`src/rtl/fpsPkg.sv`:
```
package fpsPkg;
  localparam int WORD_W   = 32;
  localparam int FLAG_W   = 5;
  localparam int FLAG_LSB = 27;
  localparam int QLEN     = 10;
  localparam int QTOP     = 21;
  localparam int CBIT     = 26;
  localparam int TGT_MAX  = QLEN + 1;
  localparam int POS_W    = $clog2(WORD_W);

  typedef struct packed {
    logic             doWrite;
    logic             doMerge;
    logic             doTarget;
    logic             doQueue;
    logic             cmpBit;
    logic [POS_W-1:0] bitPos;
  } fpsStrobe_t;
endpackage

```
`src/rtl/fpsCtrl.sv`:
```
module fpsCtrl
  import fpsPkg::*;
(
  input  logic              clk,
  input  logic              rstN,
  input  logic              wrEn,
  input  logic              opDone,
  input  logic [FLAG_W-1:0] opFlags,
  input  logic              cmpDone,
  input  logic [1:0]        cmpRel,
  input  logic [4:0]        cmpMask,
  input  logic [3:0]        cmpTarget,
  input  logic [WORD_W-1:0] statusWord,
  output fpsStrobe_t        strobe,
  output logic              trapReq
);
  logic relBit;
  logic tgtValid;
  logic anyDone;

  always_comb begin
    case (cmpRel)
      2'd0:    relBit = cmpMask[4];
      2'd1:    relBit = cmpMask[3];
      2'd2:    relBit = cmpMask[2];
      default: relBit = cmpMask[1];
    endcase
  end

  assign anyDone  = opDone | cmpDone;
  assign tgtValid = (cmpTarget != 4'd0) && (int'(cmpTarget) <= TGT_MAX);

  always_comb begin
    strobe          = '0;
    strobe.doWrite  = wrEn;
    strobe.doMerge  = !wrEn && anyDone && (opFlags != '0);
    strobe.doTarget = !wrEn && cmpDone && tgtValid;
    strobe.doQueue  = !wrEn && cmpDone && (cmpTarget == 4'd0);
    strobe.cmpBit   = relBit;
    strobe.bitPos   = POS_W'(QTOP + 1 - int'(cmpTarget));
  end

  always_ff @(posedge clk) begin
    if (!rstN) trapReq <= 1'b0;
    else       trapReq <= strobe.doMerge && ((opFlags & statusWord[FLAG_W-1:0]) != '0);
  end

  AST_TRAP_CAUSE: assert property (@(posedge clk) disable iff (!rstN)
    trapReq |-> ($past(anyDone) && !$past(wrEn) && ($past(opFlags) != '0)));
  AST_TRAP_ENABLED: assert property (@(posedge clk) disable iff (!rstN)
    (!wrEn && anyDone && ((opFlags & statusWord[FLAG_W-1:0]) != '0)) |=> trapReq);
  AST_WRITE_NO_TRAP: assert property (@(posedge clk) disable iff (!rstN)
    wrEn |=> !trapReq);
endmodule

```
`src/rtl/fpsDatapath.sv`:
```
module fpsDatapath
  import fpsPkg::*;
(
  input  logic              clk,
  input  logic              rstN,
  input  fpsStrobe_t        strobe,
  input  logic [WORD_W-1:0] wrData,
  input  logic [FLAG_W-1:0] opFlags,
  output logic [WORD_W-1:0] statusWord
);
  logic [WORD_W-1:0] nextWord;

  always_comb begin
    nextWord = statusWord;
    if (strobe.doWrite) begin
      nextWord = wrData;
    end else begin
      if (strobe.doMerge)
        nextWord[FLAG_LSB +: FLAG_W] = statusWord[FLAG_LSB +: FLAG_W] | opFlags;
      if (strobe.doTarget)
        nextWord[strobe.bitPos] = strobe.cmpBit;
      if (strobe.doQueue) begin
        nextWord[QTOP-1 -: QLEN] = statusWord[QTOP -: QLEN];
        nextWord[QTOP]           = statusWord[CBIT];
        nextWord[CBIT]           = strobe.cmpBit;
      end
    end
  end

  always_ff @(posedge clk) begin
    if (!rstN) statusWord <= '0;
    else       statusWord <= nextWord;
  end

  AST_WRITE_LOADS: assert property (@(posedge clk) disable iff (!rstN)
    strobe.doWrite |=> (statusWord == $past(wrData)));
  AST_FLAGS_STICKY: assert property (@(posedge clk) disable iff (!rstN)
    !strobe.doWrite |=> ((statusWord[WORD_W-1:FLAG_LSB] & $past(statusWord[WORD_W-1:FLAG_LSB]))
                          == $past(statusWord[WORD_W-1:FLAG_LSB])));
  AST_IDLE_HOLDS: assert property (@(posedge clk) disable iff (!rstN)
    (!strobe.doWrite && !strobe.doMerge && !strobe.doTarget && !strobe.doQueue) |=> $stable(statusWord));
  AST_TARGET_BIT: assert property (@(posedge clk) disable iff (!rstN)
    strobe.doTarget |=> (statusWord[$past(strobe.bitPos)] == $past(strobe.cmpBit)));
  AST_QUEUE_PUSH: assert property (@(posedge clk) disable iff (!rstN)
    strobe.doQueue |=> ((statusWord[CBIT] == $past(strobe.cmpBit))
                        && (statusWord[QTOP] == $past(statusWord[CBIT]))));
endmodule

```
`src/rtl/fpStatusUnit.sv`:
```
module fpStatusUnit
  import fpsPkg::*;
(
  input  logic              clk,
  input  logic              rstN,
  input  logic              wrEn,
  input  logic [WORD_W-1:0] wrData,
  input  logic              opDone,
  input  logic [FLAG_W-1:0] opFlags,
  input  logic              cmpDone,
  input  logic [1:0]        cmpRel,
  input  logic [4:0]        cmpMask,
  input  logic [3:0]        cmpTarget,
  output logic [WORD_W-1:0] statusWord,
  output logic [1:0]        roundMode,
  output logic              flushEn,
  output logic              trapReq
);
  fpsStrobe_t strobe;

  fpsCtrl ctrl_i (
    .clk(clk), .rstN(rstN), .wrEn(wrEn), .opDone(opDone), .opFlags(opFlags),
    .cmpDone(cmpDone), .cmpRel(cmpRel), .cmpMask(cmpMask), .cmpTarget(cmpTarget),
    .statusWord(statusWord), .strobe(strobe), .trapReq(trapReq)
  );

  fpsDatapath dp_i (
    .clk(clk), .rstN(rstN), .strobe(strobe), .wrData(wrData),
    .opFlags(opFlags), .statusWord(statusWord)
  );

  assign roundMode = statusWord[10:9];
  assign flushEn   = statusWord[5];

  AST_RESET_CLEAR: assert property (@(posedge clk) !rstN |=> (statusWord == '0 && !trapReq));
endmodule

```
`config.mk`:
```
export PLATFORM = sky130hd
export DESIGN_NAME = fpStatusUnit
export DESIGN_NICKNAME = d
export VERILOG_FILES = /design/src/rtl/fpsPkg.sv /design/src/rtl/fpsCtrl.sv /design/src/rtl/fpsDatapath.sv /design/src/rtl/fpStatusUnit.sv
export SDC_FILE = /design/constraint.sdc
export NUM_CORES = 1
export LEC_CHECK = 0
export ABC_AREA = 1
export ABC_CLOCK_PERIOD_IN_PS = 3620
export BUFFER_PORTS_ARGS = -buffer_cell sky130_fd_sc_hd__buf_2
export CORE_ASPECT_RATIO = 1.5
export CORE_MARGIN = 3
export CORE_UTILIZATION = 45
export CTS_CLUSTER_SIZE = 25
export DETAILED_ROUTE_END_ITERATION = 16
export PLACE_DENSITY_LB_ADDON = 0.25
export SLEW_MARGIN = 15
export SYNTH_ARGS = -nofsm -noshare
export SYNTH_HDL_FRONTEND = slang
export SYNTH_SLANG_ARGS = --single-unit
```
`constraint.sdc`:
```
create_clock -name clk -period 3.62 [get_ports clk]
set_input_delay 0.724 -clock clk [delete_from_list [all_inputs] [get_ports clk]]
set_output_delay 0.724 -clock clk [all_outputs]
set_load 0.03 [all_outputs]
```
==> key figures <==
Setup path
  • Cell chain of the critical path: buf_2 > buf_4 > nor2_8 > nand3_2 > inv_4 > nor2_8 > o21ai_1 > o21ai_0 > nor2_1
  • Slowest cell delay on critical path: 0.36 ns
  • Required time of the critical path: 3.80 ns
  • Dominant delay contributor by cell family on the critical path: buffers and inverters
  • Largest driver fanout on the critical path: 23
  • Type of element launching the critical path: input port
  • Cell mode on critical path: sky130_fd_sc_hd__nor2_8
  • Crit Path Class: in -> reg
  • Worst setup path startpoint: wrEn
  • Critical Path AT: 2.10 ns
  • Worst path buffer plus inverter count: 3
  • Sort of element at the end of the critical path: flop
  • Startpoint of the lowest-slack register-to-register path: dp_i.statusWord[2]
  • Cell with the largest stage delay on the worst path: sky130_fd_sc_hd__buf_4

Cells and area
  • Ant. Diodes: 0
  • Most common cell after layout, fill and taps aside: sky130_fd_sc_hd__buf_2
  • Layout cells sized above 1: 0.294
  • Area of combinational cells with multiple inputs: 1030 µm²
  • Number of fill cells: 426
  • Top library cells by usage in the layout, fill and taps aside: sky130_fd_sc_hd__buf_2, sky130_fd_sc_hd__nand2_1, sky130_fd_sc_hd__nor2_1
  • Sequential Area: 661 µm²
  • Share of the core filled with cells in the final layout: 0.602
  • Number of nets at the end of the flow: 429
  • Final cell count without fillers: 422
  • Synth-to-layout area growth: 28.2%

Timing
  • Final critical delay including setup and external delays: 1.92 ns
  • Final Slew Violations: 0
  • Max Clk Rate: 0.521 GHz
  • Final-layout setup total negative slack: 0 ns
  • Clock Skew: 0.00658 ns
  • Hold Vio Cnt, Final: 0
  • Count of endpoints failing setup in the final report: 0
  • Unrepaired setup endpoints after global routing: no
  • Slew at the pin closest to its max-slew limit: 0.420 ns
  • Tightest slew margin relative to the limit: 0.720
  • Share of the clock period used by the worst path after layout: 0.531

Routing
  • Count of routing violations after the opening detailed-route iteration: 75
  • DRC violations left: 0
  • Vias per cell: 5.00
  • Mean routed wirelength per cell: 12.2 µm
  • Total Wirelength: 5160 µm
  • Pre-Repair DR Iteration Count: 6
  • Residual antenna-violating net count after detailed routing: 0
  • Via Count: 2,112

Synth
  • Net count after synthesis: 348
  • Sequential fraction of the synthesis area: 0.352
  • Area of the mapped netlist: 1880 µm²
  • Number of storage elements in the synthesis netlist: 33
  • Gate Count Post-Synth: 295
  • Count of different cell masters after synthesis: 26
  • Post-Syn Area per Cell: 6.36 µm²
  • Total number of yosys warnings: 0

Clocking
  • Count of hold buffers inserted by post-cts repair: 0
  • Clock sink total: 33
  • CTS clk-pin slew, worst paths: 0.07 ns
  • Post-cts resize count: 0
  • CTS Buf Count: 5
  • Max clock buf depth: 2
  • CTS Root Buffer Type: sky130_fd_sc_hd__clkbuf_8
  • TritonCTS clock tree: yes
  • Clock latency on the worst-skew pair: 0.28 ns
  • # H-tree levels: 2
  • Post-CTS setup buffer count: 0

Power
  • Part of the power in the clock network: 0.364
  • Cell internal pwr: 687 µW
  • Logic pwr share: 0.227
  • PD cells: 410 nW/µm²
  • Reported leakage power: 0.00130 µW
  • Switching power of the nets: 300 µW
  • Sequential group share of total power: 0.409
  • Proportion of total power due to net switching: 0.304
  • Worst-case vdd ir drop: 0.000354 V

Floorplan
  • Vert. Die Dim: 85.1 µm
  • Effective utilization at floorplan: 0.470
  • Die Footprint: 4990 µm²
  • Core ar.: 3990 µm²
  • # IOs: 89
  • Floorplan row count: 28
  • Horizontal extent of the die: 58.7 µm

Worst hold path
  • Hold_sp: dp_i.statusWord[29]
  • Worst min-delay path category: reg -> reg

Global routing
  • Vias in the first global route: 2,103
  • Antenna violations before repair: 0
  • Global-route wire length before repair: 8620 µm
  • Pin count of the biggest net entering global routing: 29
  • Global-route usage over all layers: 0.219
  • GRT Residual Overflow: 0

Placement
  • DPL Wire Length: 3930 µm
  • Count of placed standard cells including taps: 414
  • IO buf count: 87
  • Final weighted congestion of routability-driven global placement: 0.856

Job
  • Number of violations of the max-capacitance limit: 0

Status
  • Status: finished clean
[final cells by class]
type	instances	share of cell area
clock inverters	1	0.0125
multi-input cells	223	0.429
clock buffers	7	0.0359
inverters	25	0.0401
well taps	45	0.0234
flip-flops and latches	33	0.275
repair buffers	88	0.184
[sequential cells by signal, summed over array words and instances (netlist names)]
| name | flops |
|---|---|
| dp_i.statusWord | 32 |
| ctrl_i.trapReq | 1 |
[worst register-to-register path, stage by stage (launching register included)]
cell and delay [ns]:
sky130_fd_sc_hd__dfxtp_1 0.33, sky130_fd_sc_hd__nand2_1 0.06, sky130_fd_sc_hd__nand3_1 0.06, sky130_fd_sc_hd__a221oi_1 0.23
sky130_fd_sc_hd__nor3_1 0.07
[cells in the mapped netlist (all sizes together)]
cell / number / area (µm²)
nand2: 84 / 330
nor2: 72 / 337
dfxtp: 33 / 661
o21ai: 32 / 160
inv: 25 / 96.4
nand3: 15 / 80.1
buf: 7 / 60.1
clkbuf: 7 / 26.3
nand4: 6 / 37.5
a21oi: 5 / 25.0
nand3b: 4 / 30.0
nor3: 2 / 10.0
a21boi: 1 / 7.51
a221oi: 1 / 8.76
a31oi: 1 / 6.26
[cell families (layout without fill, tap and decap cells)]
logic type      count (synthesis)  after routing  synth area share
simple gates                  183            183             0.440
flops                          33             33             0.352
buf+inv                        39            121            0.0974
compound gates                 40             40             0.111
[per-layer routing]
| layer | vias up | part of all wire | global-route usage |
|---|---|---|---|
| met5 | - | 0 | 0 |
| met4 | 0 | 0.015 | 0.0722 |
| met3 | 7 | 0.057 | 0.0426 |
| met2 | 66 | 0.54 | 0.418 |
| met1 | 946 | 0.39 | 0.230 |
| li1 | 1093 | - | - |
[power by group through the flow]
stage                     logic, µW  registers [µW]  clock network [µW]
after floorplan                 102             461                   0
after global placement          221             411                   0
after detailed placement        225             411                   0
after CTS                       226             404                 366
after global routing            249             407                 383
final                           224             404                 360
[metrics by stage]
| stage | hold slack [ns] | instance area [µm²] | setup WS (ns) | power, µW |
|---|---|---|---|---|
| after floorplan | 0.609 | 1880 | 1.98 | 563 |
| after global placement | 0.478 | 2290 | 1.41 | 632 |
| after detailed placement | 0.484 | 2290 | 1.37 | 637 |
| after CTS | 0.493 | 2400 | 1.67 | 996 |
| after global routing | 0.530 | 2400 | 1.54 | 1040 |
| final | 0.493 | 2400 | 1.70 | 987 |
[worst paths after layout]
kind / end / slack (ns) / cells after the start
max reg2reg: ctrl_i.trapReq / 2.75 / 4
max: dp_i.statusWord[15] / 1.70 / 9
min: dp_i.statusWord[29] / 0.49 / 2
min reg2reg: dp_i.statusWord[29] / 0.49 / 2
Power figures use the tool's default switching activity.
